## src/rtl/rib_pkg.sv

```systemverilog
// Shared constants and types for the indirect configuration register bridge.
// Assumes a bank of five 16-bit registers selected by an 8-bit index.
package rib_pkg;
    localparam int REG_IDX_W    = 8;
    localparam int REG_W        = 16;
    localparam int HOST_DW      = 32;
    localparam int WFLAG_BIT    = 15;
    localparam int NUM_CFG_REGS = 5;
    localparam int STA_WORDS    = 3;

    localparam int IDX_MODE = 3;
    localparam int IDX_CTL  = 4;

    localparam int STAT_BUSY_BIT = 0;
    localparam int STAT_OVR_BIT  = 1;

    typedef enum logic [1:0] {
        WIN_CMD  = 2'd0,
        WIN_DATA = 2'd1,
        WIN_STAT = 2'd2,
        WIN_NONE = 2'd3
    } win_e;

    typedef struct packed {
        logic                 wr;
        logic [REG_IDX_W-1:0] idx;
    } cmd_t;
endpackage

```

## src/rtl/rib_host_port.sv

```systemverilog
// Host side of the bridge: decodes the three windows, holds the data window,
// the last accepted command and the sticky overrun flag, and returns read
// data one cycle after an accepted read. Assumes one request per cycle.
module rib_host_port
    import rib_pkg::*;
#(
    parameter int HOST_AW = 6
) (
    input  logic               clk,
    input  logic               rst_n,
    input  logic               req_valid,
    input  logic               req_write,
    input  logic [HOST_AW-1:0] req_addr,
    input  logic [HOST_DW-1:0] req_wdata,
    input  logic               busy,
    input  logic               rd_load,
    input  logic [REG_W-1:0]   rd_value,
    output logic               start,
    output cmd_t               new_cmd,
    output logic [REG_W-1:0]   data_win,
    output logic               ovr,
    output logic               rsp_valid,
    output logic [HOST_DW-1:0] rsp_data
);
    win_e win;
    cmd_t last_cmd;
    logic wr_acc;
    logic rd_acc;
    logic cmd_hit;
    logic ovr_clr;
    logic [HOST_DW-1:0] rd_mux;
    logic unused_bits;

    assign unused_bits = ^{req_addr[1:0], req_wdata[HOST_DW-1:REG_W], req_wdata[14:REG_IDX_W]};

    // Window decode: only offsets 0x0, 0x4 and 0x8 are populated.
    always_comb begin
        win = WIN_NONE;
        if (req_addr[HOST_AW-1:4] == '0) begin
            case (req_addr[3:2])
                2'd0:    win = WIN_CMD;
                2'd1:    win = WIN_DATA;
                2'd2:    win = WIN_STAT;
                default: win = WIN_NONE;
            endcase
        end
    end

    assign wr_acc  = req_valid && req_write;
    assign rd_acc  = req_valid && !req_write;
    assign cmd_hit = wr_acc && (win == WIN_CMD);
    assign start   = cmd_hit && !busy;
    assign ovr_clr = wr_acc && (win == WIN_STAT) && req_wdata[STAT_OVR_BIT];
    assign new_cmd = '{wr: req_wdata[WFLAG_BIT], idx: req_wdata[REG_IDX_W-1:0]};

    // Read data for the addressed window, from pre-edge state.
    always_comb begin
        case (win)
            WIN_CMD:  rd_mux = {16'b0, last_cmd.wr, 7'b0, last_cmd.idx};
            WIN_DATA: rd_mux = {16'b0, data_win};
            WIN_STAT: rd_mux = {30'b0, ovr, busy};
            default:  rd_mux = '0;
        endcase
    end

    // Data window: a completing read overrides a host write on the same edge.
    always_ff @(posedge clk) begin
        if (!rst_n)                              data_win <= '0;
        else if (rd_load)                        data_win <= rd_value;
        else if (wr_acc && (win == WIN_DATA))    data_win <= req_wdata[REG_W-1:0];
    end

    // Last accepted command, echoed through the command window.
    always_ff @(posedge clk) begin
        if (!rst_n)     last_cmd <= '0;
        else if (start) last_cmd <= new_cmd;
    end

    // Sticky overrun flag: set by a command while busy, cleared by status write.
    always_ff @(posedge clk) begin
        if (!rst_n)                ovr <= 1'b0;
        else if (cmd_hit && busy)  ovr <= 1'b1;
        else if (ovr_clr)          ovr <= 1'b0;
    end

    // Read response register, one cycle after acceptance.
    always_ff @(posedge clk) begin
        if (!rst_n) begin
            rsp_valid <= 1'b0;
            rsp_data  <= '0;
        end else begin
            rsp_valid <= rd_acc;
            if (rd_acc) rsp_data <= rd_mux;
        end
    end
endmodule

```

## src/rtl/rib_seq.sv

```systemverilog
// Access sequencer: holds a started command for LATENCY cycles, then issues
// one bank write or one read-load strobe. Assumes start only arrives idle.
module rib_seq
    import rib_pkg::*;
#(
    parameter int LATENCY = 50
) (
    input  logic                 clk,
    input  logic                 rst_n,
    input  logic                 start,
    input  cmd_t                 new_cmd,
    input  logic [REG_W-1:0]     data_win,
    output logic                 busy,
    output logic                 bank_we,
    output logic                 rd_load,
    output logic [REG_IDX_W-1:0] bank_idx,
    output logic [REG_W-1:0]     bank_wdata
);
    localparam int CNT_W = $clog2(LATENCY + 1);

    logic [CNT_W-1:0] cnt;
    cmd_t             cur;
    logic [REG_W-1:0] snap;
    logic             done;

    assign done       = busy && (cnt == '0);
    assign bank_we    = done && cur.wr;
    assign rd_load    = done && !cur.wr;
    assign bank_idx   = cur.idx;
    assign bank_wdata = snap;

    // Latency countdown with command and write-data capture at start.
    always_ff @(posedge clk) begin
        if (!rst_n) begin
            busy <= 1'b0;
            cnt  <= '0;
            cur  <= '0;
            snap <= '0;
        end else if (start) begin
            busy <= 1'b1;
            cnt  <= CNT_W'(LATENCY - 1);
            cur  <= new_cmd;
            snap <= data_win;
        end else if (busy) begin
            if (cnt == '0) busy <= 1'b0;
            else           cnt  <= cnt - 1'b1;
        end
    end
endmodule

```

## src/rtl/rib_bank.sv

```systemverilog
// Configuration register bank: NUM_REGS halfwords with one write port and one
// combinational read port sharing an index; unmapped indices read zero.
module rib_bank
    import rib_pkg::*;
#(
    parameter int NUM_REGS = NUM_CFG_REGS
) (
    input  logic                 clk,
    input  logic                 rst_n,
    input  logic                 we,
    input  logic [REG_IDX_W-1:0] idx,
    input  logic [REG_W-1:0]     wdata,
    output logic [REG_W-1:0]     rdata,
    output logic [STA_WORDS*REG_W-1:0] station_addr,
    output logic [REG_W-1:0]     mode_q,
    output logic [REG_W-1:0]     ctl_q
);
    logic [REG_W-1:0] regs [NUM_REGS];

    for (genvar g = 0; g < NUM_REGS; g++) begin : g_reg
        // One register, written when its index is selected.
        always_ff @(posedge clk) begin
            if (!rst_n)                               regs[g] <= '0;
            else if (we && (idx == REG_IDX_W'(g)))    regs[g] <= wdata;
        end
    end

    // Read port: selected register or zero.
    always_comb begin
        rdata = '0;
        for (int i = 0; i < NUM_REGS; i++)
            if (idx == REG_IDX_W'(i)) rdata = regs[i];
    end

    for (genvar s = 0; s < STA_WORDS; s++) begin : g_sta
        assign station_addr[(STA_WORDS-s)*REG_W-1 -: REG_W] = regs[s];
    end

    assign mode_q = regs[IDX_MODE];
    assign ctl_q  = regs[IDX_CTL];
endmodule

```

## src/rtl/indirect_reg_bridge.sv

```systemverilog
// Top of the bridge: host port, sequencer and bank. Assumes a single clock
// domain; the host may issue one request per cycle and is never stalled.
module indirect_reg_bridge
    import rib_pkg::*;
#(
    parameter int LATENCY = 50,
    parameter int HOST_AW = 6
) (
    input  logic               clk,
    input  logic               rst_n,
    input  logic               req_valid,
    output logic               req_ready,
    input  logic               req_write,
    input  logic [HOST_AW-1:0] req_addr,
    input  logic [31:0]        req_wdata,
    output logic               rsp_valid,
    output logic [31:0]        rsp_data,
    output logic               busy,
    output logic [47:0]        station_addr,
    output logic [15:0]        mac_mode,
    output logic [15:0]        mac_ctl
);
    logic                 start_w;
    cmd_t                 cmd_w;
    logic [REG_W-1:0]     win_w;
    logic                 ovr_w;
    logic                 we_w;
    logic                 rd_load_w;
    logic [REG_IDX_W-1:0] idx_w;
    logic [REG_W-1:0]     wdata_w;
    logic [REG_W-1:0]     rdata_w;

    assign req_ready = 1'b1;

    rib_host_port #(.HOST_AW(HOST_AW)) u_host (
        .clk(clk), .rst_n(rst_n),
        .req_valid(req_valid), .req_write(req_write),
        .req_addr(req_addr), .req_wdata(req_wdata),
        .busy(busy), .rd_load(rd_load_w), .rd_value(rdata_w),
        .start(start_w), .new_cmd(cmd_w), .data_win(win_w), .ovr(ovr_w),
        .rsp_valid(rsp_valid), .rsp_data(rsp_data)
    );

    rib_seq #(.LATENCY(LATENCY)) u_seq (
        .clk(clk), .rst_n(rst_n),
        .start(start_w), .new_cmd(cmd_w), .data_win(win_w),
        .busy(busy), .bank_we(we_w), .rd_load(rd_load_w),
        .bank_idx(idx_w), .bank_wdata(wdata_w)
    );

    rib_bank #(.NUM_REGS(NUM_CFG_REGS)) u_bank (
        .clk(clk), .rst_n(rst_n),
        .we(we_w), .idx(idx_w), .wdata(wdata_w), .rdata(rdata_w),
        .station_addr(station_addr), .mode_q(mac_mode), .ctl_q(mac_ctl)
    );
endmodule

```

## config.mk

```make
export PLATFORM = sky130hd
export DESIGN_NAME = indirect_reg_bridge
export DESIGN_NICKNAME = d
export VERILOG_FILES = /design/src/rtl/rib_pkg.sv /design/src/rtl/rib_host_port.sv /design/src/rtl/rib_seq.sv /design/src/rtl/rib_bank.sv /design/src/rtl/indirect_reg_bridge.sv
export SDC_FILE = /design/constraint.sdc
export NUM_CORES = 1
export LEC_CHECK = 0
export ABC_AREA = 1
export BUFFER_PORTS_ARGS = -buffer_cell sky130_fd_sc_hd__buf_2
export CAP_MARGIN = 40
export CORE_MARGIN = 2
export CORE_UTILIZATION = 40
export CTS_BUF_LIST = sky130_fd_sc_hd__clkbuf_2 sky130_fd_sc_hd__clkbuf_4 sky130_fd_sc_hd__clkbuf_8
export DETAILED_ROUTE_END_ITERATION = 10
export SYNTH_ARGS = -nofsm -noshare
export SYNTH_HDL_FRONTEND = slang
export SYNTH_SLANG_ARGS = --single-unit
```

## constraint.sdc

```tcl
create_clock -name clk -period 7.54 [get_ports clk]
set_input_delay 0 -clock clk [delete_from_list [all_inputs] [get_ports clk]]
set_output_delay 0 -clock clk [all_outputs]
set_load 0.1 [all_outputs]
```

==> results of run 1 <==
per-stage QoR:
stage	power, mW	hold slack (ps)	instance area (um2)	std cells
after CTS	1.71	8.99	7920	1095
after global placement	1.17	306	7340	1041
after detailed placement	1.17	316	7380	1043
final	1.70	42.3	7920	1095
after global routing	1.76	65.7	7920	1095
after floorplan	1.13	191	6770	747
worst min-delay path, stage by stage:
cell	delay [ps]
buf_2	100
inv_1	60
nor2_2	90
nand2_1	80
o221ai_1	90
inv_1	60
logic make-up after synthesis:
logic type / count (synthesis)
fa+ha+maj: 1
flops: 146
simple gates: 318
compound gates: 155
buf+inv: 110
other cells: 2
cells in the mapped netlist (2+ instances only):
cell / n / area (um2)
inv_2: 8 / 30.0
nand3_1: 32 / 160
nand2_2: 4 / 25.0
edfxtp_1: 80 / 2400
buf_4: 19 / 143
dfxtp_1: 66 / 1320
conb_1: 2 / 7.51
nor2_2: 13 / 81.3
o21ai_2: 9 / 78.8
buf_6: 8 / 90.1
o21ai_1: 5 / 25.0
nor2_8: 2 / 40.0
o21ai_0: 73 / 365
nor2_1: 117 / 439
a21oi_1: 50 / 250
nand4_1: 2 / 12.5
o221ai_1: 7 / 61.3
a21oi_2: 10 / 87.6
buf_2: 16 / 80.1
clkbuf_1: 8 / 30.0
inv_1: 50 / 188
nor2_4: 6 / 67.6
nand2_1: 120 / 450
nor3_2: 2 / 20.0
nand3_4: 4 / 70.1
nand2_4: 2 / 22.5
nand3_2: 11 / 110
state kept, by name (all words and copies together), names as in the netlist:
register and cells:
u_host.rsp_valid 1, u_seq.cur 1, u_host.ovr 1, u_seq.cnt 6
u_seq.bank_idx 8, u_bank.regs 80, u_host.rsp_data 16, u_seq.bank_wdata 16
u_seq.busy 1, u_host.data_win 16
final timing paths:
check,to
max,u_bank.regs[4][0]
max reg2reg,u_bank.regs[4][0]
min reg2reg,u_seq.cnt[2]
min,u_host.rsp_data[3]
power by group through the flow:
stage,clock (mW),sequential (mW),combinational [mW]
2_1_floorplan,0,1.03,0.0938
3_3_place_gp,0,0.893,0.273
3_5_place_dp,0,0.892,0.275
4_1_cts,0.556,0.874,0.283
5_1_grt,0.591,0.877,0.295
6_report,0.547,0.874,0.283
per-layer routing:
metal | wire [um] | share of wire | global-route usage | vias to the layer above
li1 | - | - | - | 2674
met1 | 8570 | 0.47 | 0.295 | 2590
met2 | 8200 | 0.45 | 0.315 | 182
met3 | 1110 | 0.061 | 0.0453 | 21
met4 | 297 | 0.016 | 0.0703 | 0
met5 | 0 | 0 | 0 | -
area by class of cell:
class / instances / area [um2]
Fill cell: 1659 / 8600
Sequential cell: 146 / 3720
Multi-Input combinational cell: 491 / 2490
Timing Repair Buffer: 148 / 881
Tap cell: 220 / 275
Clock buffer: 17 / 234
Inverter: 59 / 221
Clock inverter: 14 / 98.8
==> summary.md, run 1 <==
| Metric | Value |
|---|---|
| Status | finished, final reports clean |
| Starting DRT DRC Count | 350 |
| Syn avg cell area | 9.18 um2 |
| Hold WC Path Type | in2reg |
| Critical path type | reg2reg |
| Startpoint Class | flop |
| Die X-Extent | 134 um |
| Num CTS Buffers | 17 |
| Worst setup margin | 4860 ps |
| DRC Markers | 0 |
| First-pass GRT wire length | between 20,000 and 30,000 um |
| Vias/cell | around 5 |
| Synthesized area | approximately 0.0067 mm2 |
| Register area share after synthesis | 0.554 |
| Synth Flop Type | edfxtp_1 |
| Die area | 0.0178 mm2 |
| Pin count of the biggest net entering global routing | 70 |
| Post-CTS sizing | 0 |
| Hold buffers post-CTS | 21 |
| Initial Util | 0.407 |
| Max-Cap Viols | 0 |
| Cells after synthesis | 732 |
| Source of the worst register-to-register timing path | u_seq.cnt[0] |
| Reg2reg path depth | 9 |
| Worst path slowest cell | o21ai_1 |
| Chip height | 134 um |
| Clk network pwr share | 0.321 |
| Diodes inserted | 0 |
| Port buffer count | between 100 and 150 |
| Clock Skew | ~13 ps |
| Largest family of logic cells by synthesized area | simple AND/OR/NAND/NOR gates |
| RD Place Congestion | 0.837 |
| Crit path cell chain | inv_1, ha_1, nand3_1, inv_2, nand3_2, nor2_8, inv_1, o21ai_1, buf_4 |
| Pleak | about 3.3 nW |
| WP buf/inv | 4 |
| Core area | 0.0165 mm2 |
| Setup-failing EPs final | 0 |
| CTS Buffer Depth | 2 |
| Post-route minimum period | approximately 2700 ps |
| Async SR Flop Fraction | 0 |
| Clk_lat worst skew | 460 ps |
| Layout cells sized above 1 | 0.258 |
| Worst-Margin Slew | a little under 900 ps |
| Synthesis-stage register bit count | around 150 |
| Clock Sinks | 146 |
| Reg power frac | 0.513 |
| Remaining Overflow, GRT | 0 |
| Unique masters post-synth | 33 |
| Sw Ratio | 0.326 |
| WP depth | 9 |
| Mux contribution to synthesized area | 0 |
| IO Pins | 157 |
| RSZ-0062 raised after global routing | false |
| Maximum clock frequency | 0.374 GHz |
| Crit path DAT | between 2000 and 3000 ps |
| Wire per inst | 16.6 um |
| Most frequent CP cell | inv_1 |
| Vias | ~5,500 |
| First-pass DRT Iterations | 5 |
| R2r setup slk | 4860 ps |
| CTS tree | done |
| Most common cell after layout, fill and taps aside | buf_2 |
| Syn-to-layout area delta | 17.9% |
| Post-route setup TNS | 0 ps |
| Vias in the first global route | a little over 5,000 |
| CP Data Required Time | roughly 7700 ps |
| Synth Area in Adders | 0.00186 |
| Post-Route Utilization | 0.479 |
| Period utilization | 0.355 |
| Site row count | 47 |
| Switch Pwr | between 0.5 and 0.6 mW |
| P_int | around 1.1 mW |
| Root Buffer | clkbuf_8 |
| CTS clk-pin slew, worst paths | around 80 ps |
| EDFF count, synth | 80 |
| Worst stage delay on the critical path | 690 ps |
| Simple-gate share of the synthesized area | 0.228 |
| Most frequent cells in the layout | 121 x buf_2, 120 x nand2_1, 116 x nor2_1 |
| Post-synthesis xor/xnor area fraction | 0 |
| Combinational power share | 0.166 |
| Pre-CTS worst setup slack | 4850 ps |
| Synth Area in Compound Gates | 0.130 |
| Detail Route Antenna Nets | 0 |
| VDD IR max | between 0.1 and 0.15 mV |
| Fin nets | ~910 |
| Setup Buffers After CTS | 0 |
| Pwr dens | about 220 mW/mm2 |
| Detail Placement HPWL | roughly 12,000 um |
| Largest fanout on the critical path | 9 |
| Crit path max-delay family | compound AO/OA/AOI/OAI gates |
| Total track usage | 0.207 |
| Nature of the critical path endpoint | flop |
| Final count of pins violating max slew | 0 |
| Final Hold Fails | 0 |
| Worst Hold Launch | req_valid |
| Hold Crit Depth | 6 |
| CP startpoint | u_seq.cnt[0] |
| Routed wire length | 18,200 um |
| Htree depth | 4 |
| Max_slew headroom | 0.408 |
| Ys Warns | 0 |
| Antenna violations before repair | 0 |
No activity file was read; power rests on OpenSTA's default activity.
==> inputs of run 2 (changes only) <==
ABC_AREA = 0   (was 1)
clock period = 2.35 ns   (was 7.54 ns; I/O delays follow)
==> run 2 against run 1 <==
The flow now finishes with violations (setup timing). Clock skew about the same. First-iteration DRC count grew 11%. Largest cell class unchanged. Area after synthesis fell by 0.22%. Register-to-register slack worse by 5100 ps. Critical path type unchanged. Total power grew to 3.2 times the previous value. Combinational power rose to 3.0 times the previous value. Synthesized cell count is 12% lower. Die area is 0.22% lower.
==> summary.md, run 2 <==
| Metric | Value |
|---|---|
| Status | complete, but fails checks |
| Failing checks | setup timing |
| Final count of pins violating max slew | 0 (unchanged) |
| CTS Buffer Depth | 2 (unchanged) |
| Root Buffer | clkbuf_8 |
| Reg2reg path depth | 6 (-3) |
| Design Power | 5.51 mW (+220%) |
| Antenna violations before repair | 0 (unchanged) |
| Unique masters post-synth | 48 (+45%) |
| CP Data Required Time | 2530 ps (-5180 ps) |
| Setup-failing EPs final | 88 (+88) |
| Clk network pwr share | 0.341 (+0.020) |
| Syn-to-layout area delta | 27.1% |
| Vias in the first global route | 5,236 (+2.9%) |
| Site row count | 47 (unchanged) |
| Remaining Overflow, GRT | 0 (unchanged) |
| EDFF count, synth | 80 (unchanged) |
| Largest fanout on the critical path | 8 (-1) |
| Syn avg cell area | 10.4 um2 (+14%) |
| Area leader, netlist | edfxtp_1 |
| Placed cell count | 974 (-6.6%) |
| First-pass GRT wire length | 29,000 um (+3.2%) |
| Flip-flop count of the largest register after layout | 80 (unchanged) |
| Fillers | 1,548 (-6.7%) |
| Max-Cap Viols | 0 (unchanged) |
| Final Hold Fails | 0 (unchanged) |
| Most common cell in the netlist | and2_1 |
| Sw Ratio | 0.310 (-0.0154) |
| Synthesis-stage register bit count | 146 (unchanged) |
| Clock Sinks | 146 (unchanged) |
| R2r setup slk | -220 ps (-5080 ps) |
| RD Place Congestion | 0.900 (+7.6%) |
| Switch Pwr | 1.71 mW (+210%) |
| Num CTS Buffers | 17 (unchanged) |
| Worst setup margin | -216 ps (-5080 ps) |
| Total track usage | 0.215 (+0.00758) |
| Pwr dens | 647 mW/mm2 (+200%) |
| Layout cells sized above 1 | 0.298 (+0.0399) |
| Pin count of the biggest net entering global routing | 58 (-17%) |
| Worst-Margin Slew | 893 ps (+7.52 ps) |
| CTS tree | done |
| Synth Flop Type | edfxtp_1 |
| Combinational power share | 0.153 (-0.013) |
| Multi-input gate area | 0.00276 mm2 (+11%) |
| First-pass DRT Iterations | 5 (unchanged) |
| Wire per inst | 18.8 um (+13%) |
| Chip height | 133 um (-0.11%) |
| Diodes inserted | 0 (unchanged) |
| Vias | 5,599 (+2.4%) |
| Top cell type's share of synthesized area | 0.358 (+0.000801) |
| Hold WC Path Type | in2reg |
| Maximum clock frequency | 0.390 GHz (+4.3%) |
| CP startpoint | u_seq.bank_idx[4] |
| Port buffer count | 121 (unchanged) |
| Die area | 0.0178 mm2 (-0.22%) |
| Area contributors post-synth | edfxtp_1 36%, dfxtp_1 20%, and2_1 7.6% |
| Crit path DAT | 2750 ps (-90 ps) |
| P_int | 3.80 mW (+230%) |
| Pleak | 3.43 nW (+4.5%) |
| Vias/cell | 5.41 (+8.4%) |
| Clock Skew | 12.3 ps (-0.421 ps) |
| Core area | 0.0165 mm2 (-0.36%) |
| Largest Register | u_bank.regs |
| Non-Filler Instances | 1,035 (-5.5%) |
| Hold Slack | 104 ps (+62.1 ps) |
| Initial Util | 0.407 (+0.000540) |
| Reg2reg end | u_bank.regs[0][9] |
| Post-synth top cells | 81 x and2_1, 80 x edfxtp_1, 66 x dfxtp_1 |
| Ys Warns | 0 (unchanged) |
| Async SR Flop Fraction | 0 (unchanged) |
| Reg area | 0.00373 mm2 (+0.17%) |
| Htree depth | 4 (unchanged) |
| RSZ-0062 raised after global routing | true |
| CTS clk-pin slew, worst paths | 80 ps (about the same) |
| Clk_lat worst skew | 460 ps (about the same) |
| DRC Markers | 0 (unchanged) |
| Most common cell after layout, fill and taps aside | buf_2 |
| Period utilization | 1.09 (+0.737) |
| Critical path type | reg2reg |
| Routed wire length | 19,400 um (+6.9%) |
| Reg power frac | 0.506 (-0.007) |
| Critical path capture point | u_bank.regs[0][9] |
| Detail Route Antenna Nets | 0 (unchanged) |
| Startpoint Class | flop |
| Starting DRT DRC Count | 387 (+11%) |
| Die X-Extent | 133 um (-0.11%) |
| Max_slew headroom | 0.405 (-0.00358) |
| Synthesized area | 0.00670 mm2 (-0.22%) |
| Post-route minimum period | 2570 ps (-109 ps) |
| IO Pins | 157 (unchanged) |
| Register area share after synthesis | 0.556 (+0.00124) |
| Post-Route Utilization | 0.517 (+0.0379) |
| Nature of the critical path endpoint | flop |
| Post-route setup TNS | -5560 ps (-5560 ps) |
| Detail Placement HPWL | 13,400 um (+8.2%) |
| Most frequent cells in the layout | 121 x buf_2, 80 x edfxtp_1, 73 x and2_1 |
| Cells after synthesis | 643 (-12%) |
| Fin nets | 845 (-6.7%) |
| VDD IR max | 0.329 mV (+190%) |
| Source of the worst register-to-register timing path | u_seq.bank_idx[4] |
-- run 2: worst min-delay path by stage --
stage,from,endpoint,cells after the start
5_1_grt,rst_n,u_host.data_win[0],4
6_report,rst_n,u_host.data_win[15],4
3_3_place_gp,req_wdata[15],u_seq.cur[8],3
3_5_place_dp,req_wdata[0],u_seq.bank_idx[0],3
4_1_cts,rst_n,u_host.data_win[4],4
2_1_floorplan,req_wdata[4],u_seq.bank_idx[4],2
-- run 2: cell families (layout without fill, tap and decap cells) --
kind of cell | after synthesis | in the layout | share of synthesized area
buf+inv | 72 | 229 | 0.0541
other cells | 2 | 17 | 0.00112
flops | 146 | 146 | 0.556
simple gates | 262 | 262 | 0.220
xor+xnor | 2 | 2 | 0.00261
mux | 19 | 19 | 0.0314
compound gates | 139 | 139 | 0.133
fa+ha+maj | 1 | 1 | 0.00187
-- run 2: area by class of cell --
cell class,instances,area share
clock buffers,20,0.0316
clock inverters,12,0.0125
inverters,7,0.00308
multi-input cells,440,0.324
flip-flops and latches,146,0.438
repair buffers,190,0.159
well taps,220,0.0323
-- run 2: power groups by stage --
stage          Clock [mW]  Sequential [mW]  Combinational, mW
6_report             1.88             2.78              0.843
3_5_place_dp            0             2.84              0.798
2_1_floorplan           0             3.24              0.260
3_3_place_gp            0             2.84              0.793
4_1_cts              1.92             2.78              0.834
5_1_grt              2.02             2.79              0.871
-- run 2: layer usage --
layer | global-route usage | vias up | wire length, um
li1 | - | 2623 | -
met1 | 0.272 | 2732 | 8300
met2 | 0.360 | 204 | 9380
met3 | 0.0434 | 40 | 1190
met4 | 0.0916 | 0 | 544
met5 | 0 | - | 0
-- run 2: critical path, stage by stage, from the launching register on --
cell and delay, ps:
dfxtp_2 330, or4_4 540, or4b_4 540, or3_4 370, o31ai_4 200, buf_4 180, buf_16 120
-- run 2: timing repair --
action,4_1_cts,5_1_grt
hold endpoints to repair,28,0
setup endpoints to repair,78,96
gates resized for setup,2,21
pin swaps,1,7
hold buffers,22,0
setup buffers,2,1
gates cloned,1,4
-- run 2: stage by stage --
| stage | cell area [um2] | setup slack [ps] |
|---|---|---|
| after floorplan | 6790 | -465 |
| after global placement | 7750 | -160 |
| after detailed placement | 7760 | -204 |
| after CTS | 8400 | -187 |
| after global routing | 8520 | -241 |
| final | 8520 | -216 |
